### config.mk
export PLATFORM = sky130hd
export DESIGN_NAME = exp_seq
export DESIGN_NICKNAME = d
export VERILOG_FILES = /design/src/rtl/exp_seq_pkg.sv /design/src/rtl/exp_cfg_clamp.sv /design/src/rtl/exp_phase_ctrl.sv /design/src/rtl/exp_knee_window.sv /design/src/rtl/exp_seq.sv
export SDC_FILE = /design/constraint.sdc
export NUM_CORES = 1
export LEC_CHECK = 0
export BUFFER_PORTS_ARGS = -buffer_cell sky130_fd_sc_hd__buf_4
export CAP_MARGIN = 25
export CORE_UTILIZATION = 55
export CTS_CLUSTER_DIAMETER = 120
export DETAILED_ROUTE_END_ITERATION = 8
export GPL_ROUTABILITY_DRIVEN = 0
export HOLD_SLACK_MARGIN = 0.03
export PLACE_DENSITY = 0.78
export SLEW_MARGIN = 20
export SYNTH_ARGS = -nofsm -noshare
export SYNTH_HDL_FRONTEND = slang
export SYNTH_SLANG_ARGS = --single-unit
### constraint.sdc
create_clock -name clk -period 6.4 [get_ports clk]
set_clock_uncertainty 0.05 [all_clocks]
set_input_delay 0.32 -clock clk [delete_from_list [all_inputs] [get_ports clk]]
set_output_delay 0.32 -clock clk [all_outputs]
set_load 0.01 [all_outputs]
### src/rtl/exp_seq_pkg.sv
// Shared definitions for the exposure sequencer.
// Assumes: two knee channels, dual-slope at index 0 and triple-slope at index 1.
package exp_seq_pkg;
    typedef enum logic [1:0] {
        PH_IDLE  = 2'd0,
        PH_RESET = 2'd1,
        PH_INTEG = 2'd2
    } exp_phase_e;

    localparam int NUM_KNEES = 2;
    localparam int KNEE_DS   = 0;
    localparam int KNEE_TS   = 1;
endpackage

### src/rtl/exp_cfg_clamp.sv
// Turns raw duration settings into effective ones.
// A zero becomes one. The dual-slope time is limited to the main time, and the
// triple-slope time to the dual-slope time. Outputs the knee start offsets.
// Assumes: purely combinational; the caller captures the results.
module exp_cfg_clamp #(
    parameter int CNT_W = 16
) (
    input  logic [CNT_W-1:0] raw_rst,
    input  logic [CNT_W-1:0] raw_knee,
    input  logic [CNT_W-1:0] raw_main,
    input  logic [CNT_W-1:0] raw_ds,
    input  logic [CNT_W-1:0] raw_ts,
    output logic [CNT_W-1:0] eff_rst,
    output logic [CNT_W-1:0] eff_knee,
    output logic [CNT_W-1:0] eff_main,
    output logic [CNT_W-1:0] ds_at,
    output logic [CNT_W-1:0] ts_at
);
    localparam logic [CNT_W-1:0] ONE = CNT_W'(1);

    logic [CNT_W-1:0] ds_nz, ts_nz, eff_ds, eff_ts;

    // Replace zero settings by one unit.
    always_comb begin
        eff_rst  = (raw_rst  == '0) ? ONE : raw_rst;
        eff_knee = (raw_knee == '0) ? ONE : raw_knee;
        eff_main = (raw_main == '0) ? ONE : raw_main;
        ds_nz    = (raw_ds   == '0) ? ONE : raw_ds;
        ts_nz    = (raw_ts   == '0) ? ONE : raw_ts;
    end

    // Enforce main >= dual >= triple and derive the knee start points.
    always_comb begin
        eff_ds = (ds_nz > eff_main) ? eff_main : ds_nz;
        eff_ts = (ts_nz > eff_ds) ? eff_ds : ts_nz;
        ds_at  = eff_main - eff_ds;
        ts_at  = eff_main - eff_ts;
    end
endmodule

### src/rtl/exp_phase_ctrl.sv
// Frame phase machine with a shared unit counter.
// Idle -> global reset -> integration -> idle, with a one-cycle done pulse at the end.
// Assumes: lengths are at least one and stable from the cycle after accept.
// adv marks a unit boundary.
module exp_phase_ctrl
    import exp_seq_pkg::*;
#(
    parameter int CNT_W = 16
) (
    input  logic             clk,
    input  logic             rst_n,
    input  logic             start,
    input  logic             adv,
    input  logic [CNT_W-1:0] len_rst,
    input  logic [CNT_W-1:0] len_main,
    output exp_phase_e       phase,
    output logic [CNT_W-1:0] cnt,
    output logic             accept,
    output logic             done
);
    logic [CNT_W-1:0] limit;
    logic             last_unit;

    // Accept a start only when no frame is running.
    assign accept = (phase == PH_IDLE) && start;

    // Terminal count of the current phase.
    always_comb begin
        limit     = (phase == PH_RESET) ? len_rst : len_main;
        last_unit = adv && (cnt == limit - CNT_W'(1));
    end

    // Advance phase and unit count; raise done on the final integration unit.
    always_ff @(posedge clk) begin
        if (!rst_n) begin
            phase <= PH_IDLE;
            cnt   <= '0;
            done  <= 1'b0;
        end else begin
            done <= 1'b0;
            case (phase)
                PH_IDLE: begin
                    if (start) begin
                        phase <= PH_RESET;
                        cnt   <= '0;
                    end
                end
                PH_RESET: begin
                    if (last_unit) begin
                        phase <= PH_INTEG;
                        cnt   <= '0;
                    end else if (adv) begin
                        cnt <= cnt + CNT_W'(1);
                    end
                end
                PH_INTEG: begin
                    if (last_unit) begin
                        phase <= PH_IDLE;
                        cnt   <= '0;
                        done  <= 1'b1;
                    end else if (adv) begin
                        cnt <= cnt + CNT_W'(1);
                    end
                end
                default: begin
                    phase <= PH_IDLE;
                    cnt   <= '0;
                end
            endcase
        end
    end
endmodule

### src/rtl/exp_knee_window.sv
// Decodes one knee reset pulse from the integration unit count.
// Assumes: at < main time, so the window opens inside integration.
// The window closes when integration ends.
module exp_knee_window #(
    parameter int CNT_W = 16
) (
    input  logic             enable,
    input  logic             active,
    input  logic [CNT_W-1:0] cnt,
    input  logic [CNT_W-1:0] at,
    input  logic [CNT_W-1:0] width,
    output logic             pulse
);
    logic [CNT_W-1:0] offset;

    // The pulse is high while the count lies in [at, at + width).
    always_comb begin
        offset = cnt - at;
        pulse  = enable && active && (cnt >= at) && (offset < width);
    end
endmodule

### src/rtl/exp_seq.sv
// Multi-slope exposure sequencer top.
// Captures the settings at frame accept, runs the phase machine in clock or
// line units, and decodes the knee pulses.
// Assumes: line_tick is a one-cycle strobe in the clk domain.
module exp_seq
    import exp_seq_pkg::*;
#(
    parameter int CNT_W = 16
) (
    input  logic             clk,
    input  logic             rst_n,
    input  logic             start,
    input  logic             line_tick,
    input  logic             unit_is_clk,
    input  logic             ds_enable,
    input  logic             ts_enable,
    input  logic [CNT_W-1:0] reset_len,
    input  logic [CNT_W-1:0] knee_len,
    input  logic [CNT_W-1:0] integ_main,
    input  logic [CNT_W-1:0] integ_ds,
    input  logic [CNT_W-1:0] integ_ts,
    output logic             glob_rst,
    output logic             ds_rst,
    output logic             ts_rst,
    output logic             integrating,
    output logic             done
);
    logic [CNT_W-1:0] eff_rst, eff_knee, eff_main, ds_at, ts_at;
    logic [CNT_W-1:0] rst_q, knee_q, main_q;
    logic [CNT_W-1:0] at_q  [NUM_KNEES];
    logic             en_q  [NUM_KNEES];
    logic             knee_pulse [NUM_KNEES];
    logic             mode_q;
    logic             adv;
    logic             accept;
    logic [CNT_W-1:0] cnt;
    exp_phase_e       phase;

    exp_cfg_clamp #(.CNT_W(CNT_W)) u_clamp (
        .raw_rst (reset_len),
        .raw_knee(knee_len),
        .raw_main(integ_main),
        .raw_ds  (integ_ds),
        .raw_ts  (integ_ts),
        .eff_rst (eff_rst),
        .eff_knee(eff_knee),
        .eff_main(eff_main),
        .ds_at   (ds_at),
        .ts_at   (ts_at)
    );

    // Capture the frame settings when a start is accepted.
    always_ff @(posedge clk) begin
        if (!rst_n) begin
            rst_q           <= '0;
            knee_q          <= '0;
            main_q          <= '0;
            mode_q          <= 1'b0;
            at_q[KNEE_DS]   <= '0;
            at_q[KNEE_TS]   <= '0;
            en_q[KNEE_DS]   <= 1'b0;
            en_q[KNEE_TS]   <= 1'b0;
        end else if (accept) begin
            rst_q           <= eff_rst;
            knee_q          <= eff_knee;
            main_q          <= eff_main;
            mode_q          <= unit_is_clk;
            at_q[KNEE_DS]   <= ds_at;
            at_q[KNEE_TS]   <= ts_at;
            en_q[KNEE_DS]   <= ds_enable;
            en_q[KNEE_TS]   <= ts_enable;
        end
    end

    // A unit passes every cycle in clock mode, or on each strobe in line mode.
    assign adv = mode_q | line_tick;

    exp_phase_ctrl #(.CNT_W(CNT_W)) u_ctrl (
        .clk     (clk),
        .rst_n   (rst_n),
        .start   (start),
        .adv     (adv),
        .len_rst (rst_q),
        .len_main(main_q),
        .phase   (phase),
        .cnt     (cnt),
        .accept  (accept),
        .done    (done)
    );

    // One window decoder per knee channel.
    for (genvar k = 0; k < NUM_KNEES; k++) begin : g_knee
        exp_knee_window #(.CNT_W(CNT_W)) u_win (
            .enable(en_q[k]),
            .active(phase == PH_INTEG),
            .cnt   (cnt),
            .at    (at_q[k]),
            .width (knee_q),
            .pulse (knee_pulse[k])
        );
    end

    // Phase and knee outputs.
    assign glob_rst    = (phase == PH_RESET);
    assign integrating = (phase == PH_INTEG);
    assign ds_rst      = knee_pulse[KNEE_DS];
    assign ts_rst      = knee_pulse[KNEE_TS];
endmodule

==> flow_summary.toml, run 1 <==
[timing]
post-route-period-util = 0.9345
setup_slack_ns = 0.4190
fin_crit_ns = 5.981
slew_headroom = 0.3985
setup_viol = 0
max_slew.worst_pin.slew_ns = 0.8905
slew_violations = 0
hold_viol = 0
fmax_ghz = 0.1672

[pwr]
power_w = 0.003320
p_leak_nw = 4.599
power_density_nw_per_um2 = 312.6
vdd_drop_max_mv = 0.1571

[global_routing]
grt_max_degree = 50
gr-usage-met2 = 0.4491
grt_overflow = 0
track_usage = 0.2862
grt_pass1_wl_mm = 39.95
busiest_layer = "met2"
use_met1 = 0.3863
gr-usage-met3 = 0.04114
grt_antenna_before_repair = 0
grt_pass1_vias = 7937

[critical_path]
critical-path-max-stage-delay_ns = 0.39
arrival_ns = 6.03
reg2reg_depth = 10
critical_path_required_ns = 6.45
slowest_stage = "fa_1"
worst-path-buf-inv = 7
end_kind = "register"
startpoint_type = "input pin"
reg2reg_to = "u_ctrl.cnt[10]"
criticalPathCategory = "input pin to register"
rrSetupSlack_ns = 2.30
critPathMaxFanout = 14
timing.rr.start = "u_ctrl.phase[1]"
crit_top_cell = "buf_4"
crit_family = "compound AO/OA/AOI/OAI gates"

[route]
via_per_inst = 6.032
final_antenna_net_count = 0
first_pass_iters = 6
drtIter0Drc = 816
drc = 0
avgRoutedWirePerCell_um = 17.34
wl_mm = 25.03
vias = 8704

[die]
die_x_um = 132.1
rows = 47
ios = 92
die_h_um = 132.1
dieArea_um2 = 17440
core_um2 = 16520
start_util = 0.5631

[yosys]
synthTopCellsByCount = "ha_1, inv_1, nand2_1"
synth_top_area_frac = 0.1748
synthCells = 1155
ys_warn_count = 0
synth_area_um2 = 9305
ys_ff_latch = 102
syn_nets = 1376
synth_cell_types = 73
synth.most_common_cell = "ha_1"
synthTopCellsByArea = "ha_1, dfxtp_1, edfxtp_1"
yosysSeqAreaShare = 0.2560
synth_ff_type = "dfxtp_1"
synth_edf_count = 34
async_flop_share = 0
avgSynthCellArea_um2 = 8.056
synth_area_leader_cell = "ha_1"

[finish]
drive_above_1_share = 0.1333
postLayoutCoreUtil = 0.6428
fill_cells = 1436
nNetsFinal = 1439
area_growth_pct = 14.15
antenna_cells = 0

[cts]
insertion_delay_ns = 0.37
cts_root_buf = "clkbuf_16"
cts.sinks = 102
htreeDepth = 3
clk_path_buf_depth = 2
clkTransAtPathRegs_ns = 0.08
cts_hold_repair.buffers = 0
post-cts-setup-buffers = 0
cts_made_buffers = 9
cts_tree = "built"

[worst_hold_path]
whs_path_depth = 3
min_from = "knee_len[4]"
whs_endpoint = "knee_q[4]"
hold_path.class = "input pin to register"

[placement]
place_ws_ns = -0.07655
hpwlAfterDp_mm = 20.03
io_buffers = 91

[outcome]
status = "finished, final reports clean"

[job]
drv_cap = 0
[placed cells by master (no fill, tap or decap), drive strengths merged, types with 17 or more instances in the layout]
| cell type | n |
|---|---|
| o21a | 18 |
| nor4 | 28 |
| a21oi | 84 |
| xnor2 | 43 |
| nand2 | 86 |
| mux2i | 18 |
| nand3 | 24 |
| nand4 | 19 |
| edfxtp | 34 |
| a22o | 17 |
| nor3 | 38 |
| ha | 130 |
| inv | 98 |
| xor2 | 32 |
| buf | 125 |
| nor2 | 81 |
| o21ai | 84 |
| a21o | 21 |
| dfxtp | 68 |
[routing by layer]
layer	part of all wire	vias up
li1	-	4291
met1	0.45	3951
met2	0.44	379
met3	0.069	83
met4	0.043	0
met5	0	-
[cells by family after synthesis]
logic type               synth area share
multiplexers                      0.02057
flip-flops                         0.2560
AND/OR/NAND/NOR                    0.1865
AO/OA/AOI/OAI                      0.2154
buffers and inverters             0.06750
adder cells (fa/ha/maj)            0.1834
XOR/XNOR                          0.07059
[worst max-delay path by stage]
stage	startpoint	to	slack, ns	cells past startpoint
after global placement	integ_main[14]	at_q[0][30]	0.04	30
after CTS	integ_main[14]	at_q[0][30]	0.29	32
after global routing	integ_main[10]	at_q[0][30]	-0.01	32
final	integ_main[14]	at_q[0][30]	0.42	32
after detailed placement	integ_main[14]	at_q[0][30]	-0.08	30
after floorplan	integ_main[10]	at_q[0][30]	0.02	28
[flip-flops by register name, indices dropped and copies added, names as in the netlist]
register and cells:
rst_q 16, u_ctrl.done 1, en_q 2, u_ctrl.phase 2
knee_q 16, main_q 16, mode_q 1, at_q 32
u_ctrl.cnt 16
[worst min-delay path, stage by stage]
cell and delay [ns]:
buf_4 0.08, nand2_1 0.04, o21ai_0 0.05
[repair_timing]
action / in CTS / in global routing
hold endpoints to repair: 0 / 0
setup endpoints to repair: 0 / 3
gates resized for setup: 0 / 8
[per-stage QoR]
stage               cell area [um2]  hold WS, ns  cells  setup TNS [ns]
CTS                           10580       0.1017   1443               0
global placement              10260       0.3838   1427               0
detailed placement            10260       0.4028   1427        -0.07655
floorplan                      9318       0.3712   1155               0
finish                        10620       0.1030   1443               0
global route                  10620       0.1155   1443        -0.01134
[area by class of cell]
class,count,area (um2),area share
multi-input cells,888,6351,0.5980
clock inverters,7,91.34,0.008599
clock buffers,9,225.2,0.02120
flip-flops and latches,102,2382,0.2243
repair buffers,125,950.9,0.08953
inverters,92,345.3,0.03251
well taps,220,275.3,0.02592
[report_power, final]
group / internal, W / switching [W] / leakage [nW] / total (W)
Sequential: 0.000808 / 0.0000697 / 0.924 / 0.000878
Clock: 0.000287 / 0.000292 / 0.155 / 0.000579
Combinational: 0.000800 / 0.00106 / 3.52 / 0.00186
No activity file was read; power rests on OpenSTA's default activity.
==> run 2, diff against run 1 <==
RECOVER_POWER = 50   (was unset)
==> flow_summary.toml, run 2 (same netlist as run 1, synthesis figures left out) <==
[die]
die_h_um = 132.1
ios = 92
dieArea_um2 = 17440
start_util = 0.5631
core_um2 = 16520
die_x_um = 132.1
rows = 47

[cts]
cts_root_buf = "clkbuf_16"
insertion_delay_ns = 0.37
htreeDepth = 3
clk_path_buf_depth = 2
cts.sinks = 102
post-cts-setup-buffers = 0
clkTransAtPathRegs_ns = 0.08
cts_hold_repair.buffers = 0
cts_made_buffers = 9
cts_tree = "built"

[global_routing]
busiest_layer = "met2"
grt_pass1_wl_mm = 39.95
grt_overflow = 0
use_met1 = 0.3863
grt_max_degree = 50
gr-usage-met2 = 0.4491
gr-usage-met3 = 0.04114
grt_antenna_before_repair = 0
track_usage = 0.2862
grt_pass1_vias = 7937

[outcome]
status = "complete, but fails checks"
violations = "capacitance limit, slew limit"

[job]
drv_cap = 2

[finish]
final_cells = 1443
largest_reg_flops = 32
antenna_cells = 0
postLayoutCoreUtil = 0.6416
final_common_cell = "ha_1"
area_growth_pct = 13.94
nNetsFinal = 1439
top_register = "at_q"
mostFrequentLayoutCells = "ha_1, buf_4, inv_1, nand2_1, a21oi_1"
drive_above_1_share = 0.1292

[placement]
place_ws_ns = -0.07655
placedCellCount = 1427
io_buffers = 91
hpwlAfterDp_mm = 20.03

[route]
via_per_inst = 6.035
vias = 8709
first_pass_iters = 7
wl_mm = 25.02
drc = 0
avgRoutedWirePerCell_um = 17.34
drtIter0Drc = 827
final_antenna_net_count = 0

[timing]
setup_viol = 0
setup_tns_ns = 0
fmax_ghz = 0.1681
setup_slack_ns = 0.4499
slew_violations = 84
fin_crit_ns = 5.950
post-route-period-util = 0.9297
max_slew.worst_pin.slew_ns = 2.311
hold_viol = 0
slew_headroom = -0.5409

[critical_path]
criticalPathCategory = "input pin to register"
slowest_stage = "fa_1"
startpoint_type = "input pin"
rrSetupSlack_ns = 2.30
critical_path_required_ns = 6.45
arrival_ns = 6.00
crit_top_cell = "buf_4"
critPathMaxFanout = 14
end_kind = "register"
critical-path-max-stage-delay_ns = 0.39

[pwr]
p_leak_nw = 4.581
vdd_drop_max_mv = 0.1573
power_density_nw_per_um2 = 313.1

[worst_hold_path]
hold_path.class = "input pin to register"
-- run 2: final timing paths --
check | from | end | depth (start not counted)
setup reg to reg | u_ctrl.phase[1] | u_ctrl.cnt[10] | 10
setup / recovery | integ_main[14] | at_q[0][30] | 32
hold reg to reg | main_q[13] | main_q[13] | 2
hold / removal | knee_len[4] | knee_q[4] | 3
-- run 2: cell type report --
cell class / instances / area [um2]
multi-input cells: 888 / 6347
fillers: 1444 / 5922
flip-flops and latches: 102 / 2382
repair buffers: 125 / 935.9
inverters: 92 / 345.3
well taps: 220 / 275.3
clock buffers: 9 / 225.2
clock inverters: 7 / 91.34
-- run 2: power breakdown --
| part | internal [W] | leakage (nW) | switching, W |
|---|---|---|---|
| registers | 0.000811 | 0.924 | 0.0000698 |
| logic | 0.000796 | 3.50 | 0.00106 |
| clock network | 0.000287 | 0.155 | 0.000293 |
| total | 0.00189 | 4.58 | 0.00142 |
-- run 2: worst max-delay path: cells and delay by family --
family	cells	cell delay, ns
compound gates	14	2.55
fa+ha+maj	4	0.91
buf+inv	7	1.06
simple gates	7	1.14
-- run 2: metrics by stage --
stage / area (um2) / hold slack [ns] / total power [W]
finish: 10600 / 0.1029 / 0.003319
global placement: 10260 / 0.3838 / 0.002657
global route: 10600 / 0.1155 / 0.003567
CTS: 10580 / 0.1017 / 0.003294
detailed placement: 10260 / 0.4028 / 0.002706
floorplan: 9318 / 0.3712 / 0.002239
-- run 2: repair_timing --
item,CTS,global route
hold endpoints to repair,0,0
gates resized for setup,0,8
setup endpoints to repair,0,3
-- run 2: per-layer routing --
metal  share of wire  vias to the layer above
met5               0                        -
met4           0.041                        0
met3           0.070                       81
met2            0.44                      388
met1            0.45                     3946
li1                -                     4294
